## src/rtl/rvc_pkg.sv

```systemverilog
package rvc_pkg;

    localparam int STATE_W = 3;
    localparam int COUNT_W = 2;

    typedef enum logic [1:0] {
        STYLE_D  = 2'd0,
        STYLE_T  = 2'd1,
        STYLE_JK = 2'd2
    } reg_style_e;

    localparam logic [STATE_W-1:0] ST_A = 3'b000;
    localparam logic [STATE_W-1:0] ST_B = 3'b001;
    localparam logic [STATE_W-1:0] ST_C = 3'b100;
    localparam logic [STATE_W-1:0] ST_D = 3'b110;
    localparam logic [STATE_W-1:0] ST_E = 3'b011;

    localparam logic [STATE_W-1:0] ST_X0 = 3'b010;
    localparam logic [STATE_W-1:0] ST_X1 = 3'b101;
    localparam logic [STATE_W-1:0] ST_X2 = 3'b111;

    typedef struct packed {
        logic [STATE_W-1:0] set_j;
        logic [STATE_W-1:0] clr_k;
    } jk_drive_t;

endpackage

```

## src/rtl/rvc_next_d.sv

```systemverilog
module rvc_next_d
    import rvc_pkg::*;
(
    input  logic [STATE_W-1:0] state_i,
    output logic [STATE_W-1:0] next_o
);
    logic q2, q1, q0;

    always_comb begin
        q2 = state_i[2];
        q1 = state_i[1];
        q0 = state_i[0];
        next_o[2] = (q2 & ~q1) | (~q1 & q0);
        next_o[1] = q2;
        next_o[0] = (~q2 & ~q0) | (q1 & ~q0);
    end
endmodule

```

## src/rtl/rvc_next_t.sv

```systemverilog
module rvc_next_t
    import rvc_pkg::*;
(
    input  logic [STATE_W-1:0] state_i,
    output logic [STATE_W-1:0] next_o
);
    logic [STATE_W-1:0] tog;

    // Toggle enables: a stage flips when its next value differs from now.
    always_comb begin
        tog[2] = (~state_i[2] & ~state_i[1] & state_i[0]) | (state_i[2] & state_i[1]);
        tog[1] = state_i[2] ^ state_i[1];
        tog[0] = state_i[0] | ~state_i[2] | state_i[1];
    end

    // One toggle stage per bit.
    for (genvar gi = 0; gi < STATE_W; gi++) begin : g_stage
        assign next_o[gi] = tog[gi] ? ~state_i[gi] : state_i[gi];
    end
endmodule

```

## src/rtl/rvc_next_jk.sv

```systemverilog
module rvc_next_jk
    import rvc_pkg::*;
(
    input  logic [STATE_W-1:0] state_i,
    output logic [STATE_W-1:0] next_o
);
    jk_drive_t drv;

    // Set inputs matter only while a stage is 0, clear inputs only while it is 1.
    always_comb begin
        drv.set_j[2] = ~state_i[1] & state_i[0];
        drv.clr_k[2] = state_i[1];
        drv.set_j[1] = state_i[2];
        drv.clr_k[1] = ~state_i[2];
        drv.set_j[0] = ~state_i[2] | state_i[1];
        drv.clr_k[0] = 1'b1;
    end

    // One set/clear stage per bit: 00 hold, 10 set, 01 clear, 11 flip.
    for (genvar gi = 0; gi < STATE_W; gi++) begin : g_stage
        assign next_o[gi] = (drv.set_j[gi] & ~state_i[gi]) | (~drv.clr_k[gi] & state_i[gi]);
    end
endmodule

```

## src/rtl/rvc_seq_counter.sv

```systemverilog
module rvc_seq_counter
    import rvc_pkg::*;
#(
    parameter reg_style_e STYLE = STYLE_D
) (
    input  logic               clk,
    input  logic               rst,
    output logic [COUNT_W-1:0] count_o,
    output logic [STATE_W-1:0] state_o,
    output logic               illegal_o
);
    logic [STATE_W-1:0] state_q;
    logic [STATE_W-1:0] state_d;
    logic [STATE_W-1:0] step_nxt;

    if (STYLE == STYLE_T) begin : g_tog
        rvc_next_t u_nx (.state_i(state_q), .next_o(step_nxt));
    end else if (STYLE == STYLE_JK) begin : g_jk
        rvc_next_jk u_nx (.state_i(state_q), .next_o(step_nxt));
    end else begin : g_dat
        rvc_next_d u_nx (.state_i(state_q), .next_o(step_nxt));
    end

    always_comb begin
        state_d = rst ? ST_A : step_nxt;
    end

    always_ff @(posedge clk) begin
        state_q <= state_d;
    end

    assign state_o   = state_q;
    assign count_o   = state_q[COUNT_W-1:0];
    assign illegal_o = (state_q == ST_X0) | (state_q == ST_X1) | (state_q == ST_X2);
endmodule

```

## config.mk

```make
export PLATFORM = sky130hd
export DESIGN_NAME = rvc_seq_counter
export DESIGN_NICKNAME = d
export VERILOG_FILES = /design/src/rtl/rvc_pkg.sv /design/src/rtl/rvc_next_d.sv /design/src/rtl/rvc_next_t.sv /design/src/rtl/rvc_next_jk.sv /design/src/rtl/rvc_seq_counter.sv
export SDC_FILE = /design/constraint.sdc
export NUM_CORES = 1
export LEC_CHECK = 0
export BUFFER_PORTS_ARGS = -buffer_cell sky130_fd_sc_hd__buf_2
export CAP_MARGIN = 0
export CORE_AREA = 3 3 40 42
export CTS_CLUSTER_SIZE = 25
export DETAILED_ROUTE_END_ITERATION = 8
export DIE_AREA = 0 0 43 45
export GPL_TIMING_DRIVEN = 0
export RECOVER_POWER = 50
export SYNTH_ARGS = -nofsm -noshare
export SYNTH_HDL_FRONTEND = slang
export SYNTH_SLANG_ARGS = --single-unit
```

## constraint.sdc

```tcl
create_clock -name clk -period 1.31 [get_ports clk]
set_input_delay 0.262 -clock clk [delete_from_list [all_inputs] [get_ports clk]]
set_output_delay 0.262 -clock clk [all_outputs]
set_load 0.01 [all_outputs]
```

Word-level counts from Yosys, hierarchy flattened
Cells that the tools add are included.
{"block": "word_totals", "ff_bits": 3, "in_bits": 2, "out_inout_bits": 6, "wordCells": 15}
{"block": "op_classes", "n_eq_ne": 3, "bitwise": 11}
{"cell": "$eq A3 B3 Y1 const B", "count": 2}
{"cell": "$and A1 B1 Y1", "count": 4}
{"cell": "$or A1 B1 Y1", "count": 4}
{"cell": "$eq A3 B2 Y1 const B", "count": 1}
{"cell": "$not A1 Y1", "count": 3}

Depth between registers and ports, before layout
{"block": "depth", "depth_word": 3, "depth_mapped": 2, "ltp_nobuf": 2}

Hierarchy
A second synthesis with hierarchy kept.
{"block": "hier_totals", "cells_unflattened": 16, "hier_area_um2": 147.6}
{"module": "rvc_seq_counter", "cells_each": 11, "seq_area_each_um2": 60.1, "area_each_um2": 120.1, "n_inst": 1}
{"module": "rvc_next_d", "cells_each": 5, "seq_area_each_um2": 0.0, "area_each_um2": 27.5, "n_inst": 1}

Least setup slack after synthesis
OpenSTA, ideal clock, no wires.
{"block": "synth_timing", "path_kind": "register to output", "startpoint": "register state_q[0], in the netlist state_o[0]", "endpoint": "output port illegal_o", "required_ns": 1.048, "setup_slack_ns": 0.339, "path_buffers": 0, "path_stages_with_launch": 3, "arrival_ns": 0.709, "path_cell_list": "dfxtp_1 nor2_1 a21bo_1"}
{"block": "synth_via", "elab_chain_cells": 3, "word_cells_on_any_way": 5, "cone_classes": "eq/ne: 3; bitwise: 2"}
{"element": "start: declaration", "line": "rvc_seq_counter.sv:12", "text": "logic [STATE_W-1:0] state_q;"}
{"element": "start signal: assignment", "line": "rvc_seq_counter.sv:29", "text": "state_q <= state_d;"}
{"element": "$eq A3 B2 Y1 / $eq A3 B3 Y1 (equally long branches)", "line": "rvc_seq_counter.sv:34", "text": "assign illegal_o = (state_q == ST_X0) | (state_q == ST_X1) | (state_q == ST_X2);"}
{"element": "$or A1 B1 Y1", "line": "rvc_seq_counter.sv:34"}
{"element": "$or A1 B1 Y1 (*)", "line": "rvc_seq_counter.sv:34"}
{"element": "end: declaration", "line": "rvc_seq_counter.sv:10", "text": "output logic illegal_o"}
Mark *: on every way between the ends. The rest lies on a longest branch, timed or not.

Worst setup path in the final report
{"block": "layout_timing", "startpoint": "register state_q[2], in the netlist state_o[2]", "endpoint": "output port illegal_o"}
The elaborated chain is that of the path after synthesis.

==> summary by stage <==
Floorplanning
After floorplanning, the core was divided into 13 placement rows. The die outline height is about 45 um. For this configuration, the core starts out at a cell density of 0.0993. The die outline area is just under 2000 sq um. In this run the count of I/O pins placed on the die edge is 8.

The total core area is about 1300 sq um. The die boundary width is roughly 43 um.

Worst setup path
The startpoint identified for the worst register-to-register timing path is state_o[1]. The number of cells on the worst reg-to-reg path is 2. The kind of end point of the critical path is a primary output. The largest fanout on the critical path is 5.

The capture instance of the worst register-to-register path is state_o[0]. The type of the setup path with the least slack is flop to primary output. The required arrival time at the worst endpoint is around 1100 ps. STA puts the critical path data arrival time at 950 ps. STA classifies the critical path startpoint as a flop. The setup slack on the worst flop-to-flop path is 580 ps.

Finish
The share of layout cells above drive strength 1 is 0.583. At the end of the flow, the number of nets in the layout was 27. For this run, the share of the core covered by cells in the final layout is 0.159. The number of diodes is 0. The finished layout holds 39 standard cells, fillers aside. The flip-flop count of the largest register, all copies and words added is 3.

The sequential cell area is 62.6 sq um. From synthesis to final layout, the design area changed by 59.8%. The layout has 154 filler cells.

The footprint of the multi-input gates is between 30 and 40 sq um. The final design area excluding fillers is slightly above 200 sq um.

CTS
The number of hold buffers added after cts is 0. The buffers inserted during post-CTS setup optimization is 0. The clock transition at the register clock pins on the worst setup and hold paths after CTS is around 40 ps. The TritonCTS clock tree is built.

Clock tree synthesis inserted a total of 3 buffers. The latest clock arrival within the worst-skew pair is 230 ps. The number of H-tree branching levels is 1. In this run the deepest clock path goes through 2 buffers. The root buffer cell chosen for the clock tree is sky130_fd_sc_hd__clkbuf_4. The total clock sinks is 3. The post-CTS resize count is 0.

Power and ir drop
The worst-case IR drop observed on VDD is 190 uV. Dividing total power by cell area gives a power density of ~1600 nW/um^2. The reported leakage power is 0.107 nW.

Global route
The maximum number of pins on one net before global-route repair is 6. The first global-routing pass estimated between 300 and 400 um of wire. The initial antenna violation count is 0. The overall routing resource usage is 0.0341. The total congestion overflow after global routing is 0. The number of global-route vias before repair came to ~110.

Place
The wire-length estimate of the detail-placed layout is between 150 and 200 um. Summing all placed instances gives a cell area of around 180 sq um. Input and output buffers added on the ports amount to 7. At the end of routability-driven placement, the weighted congestion stood at roughly 0.61. Once placement completed, the tool counted placed cells totaling 35.

Logic synthesis
Synthesis instantiated 9 different standard cells from the library. The synthesized flop and latch total is 3. The portion of synthesized cell area occupied by the leading cell type is 0.471. During synthesis, Yosys emitted a total of 0 warnings. The number of nets handed over by synthesis was 15. In the post-synthesis netlist, the biggest area contributors are sky130_fd_sc_hd__dfxtp_1 (47%), sky130_fd_sc_hd__buf_4 (18%), sky130_fd_sc_hd__a211oi_2 (9.8%), sky130_fd_sc_hd__a21bo_1 (7.8%), sky130_fd_sc_hd__nor2b_1 (4.9%). The sequential share of the synthesized area is 0.471. The cell count after synthesis came out at 13. The combined area of all synthesized cells is between 100 and 150 sq um.

A synthesized cell averages just under 10 sq um. The leading area contributor after synthesis is sky130_fd_sc_hd__dfxtp_1.

Detailed routing
The routed layout has between 100 and 150 vias. The count of nets left with antenna violations once routing finished came out at 0. The number of violations reported at the end of detailed-routing iteration 0 is 0. In the final routed layout, each cell accounts on average for approximately 6.5 um.

The number of iterations in the first detailed-routing pass is 1. For this run, design rule violations remaining after detail routing come to 0. Using the TritonRoute via totals, the vias-per-cell ratio works out to 2.92. The total wire length is between 200 and 300 um.

STA
The tightest slew margin relative to the limit is 0.889. In the finished design, the share of the clock period the worst path needs comes to 0.926. For this run, the top clock speed supported by timing is 0.824 GHz. The number of failing setup endpoints in the final timing report is 0. The transition time of the tightest slew-check pin is around 170 ps. The number of hold violations in the final report is 0. The final critical-path required period is around 1200 ps. The worst hold slack is between 200 and 250 ps.

Adding up every negative setup slack in the final design gives 0 ps. Setup repair after global routing left no endpoint under its margin. The total count of max-transition violations in the final report is 0. The clock tree skew after final layout is approximately 0.27 ps.

Hold path
The class of the tightest hold or removal check is input pin to flop. The startpoint identified for the worst hold timing path is rst. For hold timing, the worst endpoint is state_o[0].

Counting instances, the worst hold path has a depth of 2.

Flow run
The tool flagged a number of max-cap violations equal to 0.

Status
The run finished with clean final reports.
[Yosys cell counts, drive strengths merged]
library cell  instances
a211oi                1
a21bo                 1
buf                   3
dfxtp                 3
inv                   1
nand2                 1
nor2                  1
nor2b                 1
nor3                  1
[placed cells by master, fill, tap and decap left out]
cell | synthesis | layout
sky130_fd_sc_hd__inv_1 | 1 | 1
sky130_fd_sc_hd__dfxtp_2 | 0 | 2
sky130_fd_sc_hd__nor2_1 | 1 | 1
sky130_fd_sc_hd__nand2_1 | 1 | 1
sky130_fd_sc_hd__nor2b_1 | 1 | 1
sky130_fd_sc_hd__buf_2 | 0 | 6
sky130_fd_sc_hd__dfxtp_1 | 3 | 1
sky130_fd_sc_hd__a21bo_1 | 1 | 1
sky130_fd_sc_hd__clkbuf_1 | 0 | 2
sky130_fd_sc_hd__nor3_1 | 1 | 1
sky130_fd_sc_hd__clkbuf_4 | 0 | 3
sky130_fd_sc_hd__buf_4 | 3 | 3
sky130_fd_sc_hd__a211oi_1 | 0 | 1
[report_power, final]
group          internal [W]  switching, W  leakage, nW
sequential         0.000103     0.0000110       0.0254
combinational     0.0000300     0.0000237       0.0670
clock              0.000114     0.0000470       0.0150
total              0.000247     0.0000817        0.107
[cell type report]
cell class                      count  share of cell area
Buffer                              3               0.110
Multi-Input combinational cell      6               0.178
Sequential cell                     3               0.307
Tap cell                           15              0.0920
Clock buffer                        4               0.129
Inverter                            1              0.0184
Timing Repair Buffer                7               0.166
[kinds of logic after synthesis]
kind of cell,Yosys count,share of synthesized area
AND/OR/NAND/NOR,4,0.147
buffers and inverters,4,0.206
flip-flops,3,0.471
AO/OA/AOI/OAI,2,0.176
[how the worst max path moves through the flow]
stage	cells past startpoint	to	from	slack [ps]
finish	3	illegal_o	state_o[2]	100
detailed placement	3	illegal_o	state_o[2]	270
CTS	3	illegal_o	state_o[2]	10
global route	3	illegal_o	state_o[0]	50
floorplan	2	illegal_o	state_o[0]	340
global placement	3	illegal_o	state_o[2]	270
[through the flow]
stage          total power [W]  setup WS [ps]
2_1_floorplan         0.000149            339
3_3_place_gp          0.000171            273
3_5_place_dp          0.000172            269
4_1_cts               0.000342           13.3
5_1_grt               0.000353           47.7
6_report              0.000329           96.3
[critical path, stage by stage (launching register included)]
cell and delay, ps:
sky130_fd_sc_hd__dfxtp_2 350, sky130_fd_sc_hd__nor2_1 70, sky130_fd_sc_hd__a21bo_1 180, sky130_fd_sc_hd__buf_2 130
[metal layers]
metal / track usage / routed length (um)
met5: 0 / 0
met4: 0.0542 / 0
met3: 0.0359 / 45
met2: 0.0329 / 95
met1: 0.0288 / 112
Power figures use the tool's default switching activity.
